$ cat src/rtl/addx_flags.sv
module addx_flags #(
  parameter int W = 64
) (
  input  logic         clk,
  input  logic         rst,
  input  logic         valid,
  input  logic [W-1:0] op_a,
  input  logic [W-1:0] op_b,
  input  logic [W-1:0] imm,
  input  logic         imm_en,
  input  logic         inv_a,
  input  logic         carry_en,
  input  logic         ov_en,
  input  logic         rec_en,
  input  logic         clr_so,
  output logic [W-1:0] sum,
  output logic         ca,
  output logic         ca32,
  output logic         ov,
  output logic         so,
  output logic [3:0]   cr_field,
  output logic         cr_vld
);
  localparam int H = W / 2;

  logic [W-1:0] a_eff, imm_eff;
  logic         ca_n, ca32_n, ov_n, so_upd, do_carry, do_ov;

  assign a_eff   = inv_a  ? ~op_a : op_a;
  assign imm_eff = imm_en ? imm   : '0;
  assign sum     = a_eff + op_b + imm_eff;

  assign ca_n   = (sum < a_eff) || (sum < op_b) || (imm_en && (sum < imm));
  assign ca32_n = (sum[H-1:0] < a_eff[H-1:0]) || (sum[H-1:0] < op_b[H-1:0]) ||
                  (imm_en && (sum[H-1:0] < imm[H-1:0]));
  assign ov_n   = (a_eff[W-1] == op_b[W-1]) && (sum[W-1] != a_eff[W-1]);

  assign do_carry = valid && carry_en;
  assign do_ov    = valid && ov_en;
  assign so_upd   = clr_so ? 1'b0 : (do_ov ? (so | ov_n) : so);

  assign cr_field = {sum[W-1], !sum[W-1] && (|sum), ~|sum, so_upd};
  assign cr_vld   = valid && rec_en;

  always_ff @(posedge clk) begin
    if (rst) begin
      ca   <= 1'b0;
      ca32 <= 1'b0;
      ov   <= 1'b0;
      so   <= 1'b0;
    end else begin
      if (do_carry) begin
        ca   <= ca_n;
        ca32 <= ca32_n;
      end
      if (do_ov) ov <= ov_n;
      so <= so_upd;
    end
  end
endmodule

$ cat config.mk
export PLATFORM = sky130hd
export DESIGN_NAME = addx_flags
export DESIGN_NICKNAME = d
export VERILOG_FILES = /design/src/rtl/addx_flags.sv
export SDC_FILE = /design/constraint.sdc
export NUM_CORES = 1
export LEC_CHECK = 0
export BUFFER_PORTS_ARGS = -buffer_cell sky130_fd_sc_hd__buf_2
export CORE_MARGIN = 2
export CORE_UTILIZATION = 52
export DETAILED_ROUTE_END_ITERATION = 10
export GPL_TIMING_DRIVEN = 0
export HOLD_SLACK_MARGIN = 0.12
export PLACE_DENSITY = 0.77
export SLEW_MARGIN = 10
export SYNTH_ARGS = -nofsm -noshare
export SYNTH_HDL_FRONTEND = slang
export SYNTH_SLANG_ARGS = --single-unit
$ cat constraint.sdc
create_clock -name clk -period 8.1 [get_ports clk]
set_input_delay 0.405 -clock clk [delete_from_list [all_inputs] [get_ports clk]]
set_output_delay 0.405 -clock clk [all_outputs]
set_load 0.05 [all_outputs]
==> results.py <==
metrics = {
    "clock_tree": {
        "clock_path_buffers": 2,
        "cts_tree": "yes",
        "root_buffer": "sky130_fd_sc_hd__clkbuf_16",
        "clock_sink_count": 4,
        "post_cts.resized_instances": 0,
        "htree_levels": 1,
        "post_cts_setup_repair_bufs": 0,
        "clk_pin_slew_ns": 0.03,
        "clk_latency_ns": 0.23,
        "cts-buffers-inserted": 3,
        "ctsHoldBuffers": 0,
    },
    "critical_path": {
        "timing.rr.end": "ca$_SDFFE_PP0P_",
        "worst-setup-path-type": "in2reg",
        "critical_path.max_fanout": 10,
        "reg2reg_from": "ca$_SDFFE_PP0P_",
        "timing.critical_path.slowest_cell_delay_ns": 0.73,
        "critical_path.slowest_cell": "sky130_fd_sc_hd__a21oi_1",
        "data_required_time_at_the_worst_endpoint_ns": 8.23,
        "r2r_setup_slack_ns": 6.48,
        "ff2ff_path_depth": 5,
        "arrival_ns": 7.58,
        "worstSetupEndpointType": "register",
        "worst_setup_path_start_kind": "input pin",
    },
    "logic_synthesis": {
        "compound_cell_area_share_of_the_yosys_netlist": 0.237,
        "synth_mux_area_frac": 0.000846,
        "postSynthAreaPerCell_um2": 7.17,
        "syn_nets": 2166,
        "synth_top_flop_cell": "sky130_fd_sc_hd__dfxtp_1",
        "netlist_area_um2": 11800,
        "synth_seq_cells": 4,
        "synthXorXnorAreaFrac": 0.0874,
        "number_of_flops_mapped_to_enable_cells_by_yosys": 0,
        "post_synthesis_sequential_area_ratio": 0.00677,
        "yosys.area_share.simple": 0.187,
        "synth-adder-area-share": 0.374,
        "synth_cell_type_count": 74,
        "synth_top_family_by_area": "adder cells",
        "syn-instance-count": 1650,
        "postSynth.asyncResetShare": 0,
        "synth_warnings": 0,
    },
    "detailed_routing": {
        "vias": 12815,
        "route.detailed.vias_per_inst": 5.80,
        "dr.pass1.iters": 6,
        "remaining_drc_errors": 0,
        "first_iter_violations": 919,
        "final_antenna_net_count": 0,
        "drt-total-wl_mm": 39.5,
        "drt-wirelength-per-cell_um": 17.9,
    },
    "placed_design": {
        "port-buffer-count": 272,
        "dpl_worst_slack_ns": 0.626,
        "finalWeightedCongestion": 0.971,
        "place_hpwl_mm": 34.7,
    },
    "global_routing": {
        "grt_pass1_wl_mm": 62.8,
        "gr-usage-all-layers": 0.321,
        "maximum_number_of_pins_on_one_net_before_global_route_repair": 11,
        "grt_overflow_total": 0,
        "number_of_global_route_vias_before_repair": 12721,
        "grt_antenna_before_repair": 0,
    },
    "finish": {
        "design.final.nets": 2443,
        "area_growth_pct": 15.2,
        "drive_above_1_share": 0.165,
        "utilization_of_the_core_after_routing": 0.605,
        "antenna_diode_count": 0,
    },
    "die": {
        "row_count": 55,
        "start_util": 0.526,
        "dieArea_um2": 24000,
        "die-height_um": 155,
        "coreArea_um2": 22500,
        "dieWidth_um": 155,
        "i_o_pin_count": 274,
    },
    "run": {
        "drv.max_cap_violation_count": 0,
    },
    "timing": {
        "slew_headroom": 0.195,
        "hold_violations": 0,
        "fin_worst_hold_slack_ns": 0.429,
        "final_min_period_over_clock_period": 0.919,
        "setup-tns-final_ns": 0,
        "finalClockSkew_ns": 0,
        "maxSlewViolCount": 0,
        "postLayoutSetupSlackWorst_ns": 0.654,
        "finalSetupViolations": 0,
        "fin_crit_period_ns": 7.45,
        "clock.fmax_ghz": 0.134,
        "max_slew.worst_pin.slew_ns": 1.20,
        "unrepaired_setup_endpoints_after_global_routing": "no",
    },
    "power_and_ir_drop": {
        "design_power_total_mw": 4.16,
        "power.density_nw_per_um2": 305,
        "power.ir.vdd_worst_mv": 0.237,
        "static-leakage-power_nw": 7.36,
    },
    "worst_hold_path": {
        "min-delay-start": "rst",
        "timing.hold.worst_endpoint": "ov$_SDFFE_PP0P_",
        "hold_path.class": "in2reg",
        "worstHoldPathCells": 2,
    },
    "run_status": {
        "outcome": "completed",
    },
}
[critical path, delay by kind of cell]
kind	cells	cell delay (ns)
AND/OR/NAND/NOR	3	0.31
adder cells (fa/ha/maj)	3	1.25
XOR/XNOR	1	0.54
buffers and inverters	4	1.48
AO/OA/AOI/OAI	14	3.59
[cells in the mapped netlist, drive strengths merged (3+ instances only)]
master   count  area, um2
and3         5       31.3
a221o        3       30.0
nor3        25        125
o22ai        3       18.8
dfxtp        4       80.1
or2         10       62.6
o2111ai      3       26.3
o21bai      10       75.1
a211o        5       43.8
and4         6       52.6
buf         20        104
xor2        27        236
nand3       13       70.1
nand2b      20        125
nand4       66        413
nor4        13       93.8
a21boi       5       37.5
a2111oi      8       95.1
clkbuf      30        113
xnor2       91        797
or3         10       62.6
fa          64       1280
o221ai       7       61.3
a221oi       3       26.3
nor2b       19        119
o211ai      16        120
nand2      164        616
a21o        65        488
ha         251       3140
a211oi      13        103
nand4b       3       26.3
or4          3       22.5
and2        10       62.6
o311a        3       30.0
a22oi        4       30.0
inv        279       1050
a31oi        9       62.6
nor2        73        274
o31ai        6       45.0
o21ai      100        512
o21a        17        128
a21oi      141        724
[state kept, by name, summed over array words and instances (netlist names)]
signal	count
ca	1
ca32	1
ov	1
so	1
[worst max path at each step]
stage | from | end | slack [ns] | depth (start not counted)
floorplan | inv_a | ca$_SDFFE_PP0P_ | 1.72 | 21
global placement | imm_en | ca$_SDFFE_PP0P_ | 0.69 | 21
detailed placement | imm_en | ca$_SDFFE_PP0P_ | 0.63 | 21
CTS | imm_en | ca$_SDFFE_PP0P_ | 0.83 | 21
global route | imm_en | ca$_SDFFE_PP0P_ | 0.39 | 25
finish | imm_en | ca$_SDFFE_PP0P_ | 0.65 | 25
[metal layers]
layer  wire, um  part of all wire  vias to the layer above  global-route usage
met2      18600              0.47                      488               0.569
met1      17300              0.44                     5937               0.415
met4       1310             0.033                        0              0.0974
li1           -                 -                     6299                   -
met5          0                 0                        -                   0
met3       2270             0.058                       91              0.0252
[layout by cell type, fill, tap and decap left out, drive strengths merged, types with 17 or more instances in the layout]
| master | instances |
|---|---|
| xor2 | 27 |
| nand2 | 164 |
| o21a | 17 |
| nor3 | 25 |
| o21ai | 100 |
| nand2b | 20 |
| a21oi | 141 |
| nand4 | 66 |
| a21o | 65 |
| xnor2 | 91 |
| ha | 251 |
| fa | 64 |
| nor2b | 19 |
| buf | 292 |
| nor2 | 73 |
| clkbuf | 33 |
| inv | 279 |
[logic make-up after synthesis]
kind of cell | after synthesis
XOR/XNOR | 118
multiplexers | 1
adder cells (fa/ha/maj) | 315
AO/OA/AOI/OAI | 437
flip-flops | 4
buffers and inverters | 329
AND/OR/NAND/NOR | 446
[area by class of cell]
type,count,area [um2]
Buffer,50,216
Clock buffer,3,75.1
Fill cell,2165,8880
Inverter,279,1050
Multi-Input combinational cell,1317,10500
Sequential cell,4,80.1
Tap cell,285,357
Timing Repair Buffer,272,1360
[power breakdown]
part           internal (mW)  switching [mW]  total (mW)
combinational           1.29            2.76        4.06
clock                 0.0634          0.0169      0.0802
sequential            0.0239         0.00166      0.0256
[stage by stage]
stage          instances  instance area [um2]
6_report            2210                13600
5_1_grt             2210                13600
4_1_cts             2210                13600
3_5_place_dp        2207                13500
3_3_place_gp        2207                13500
2_1_floorplan       1650                11800
No activity file was read; power rests on OpenSTA's default activity.
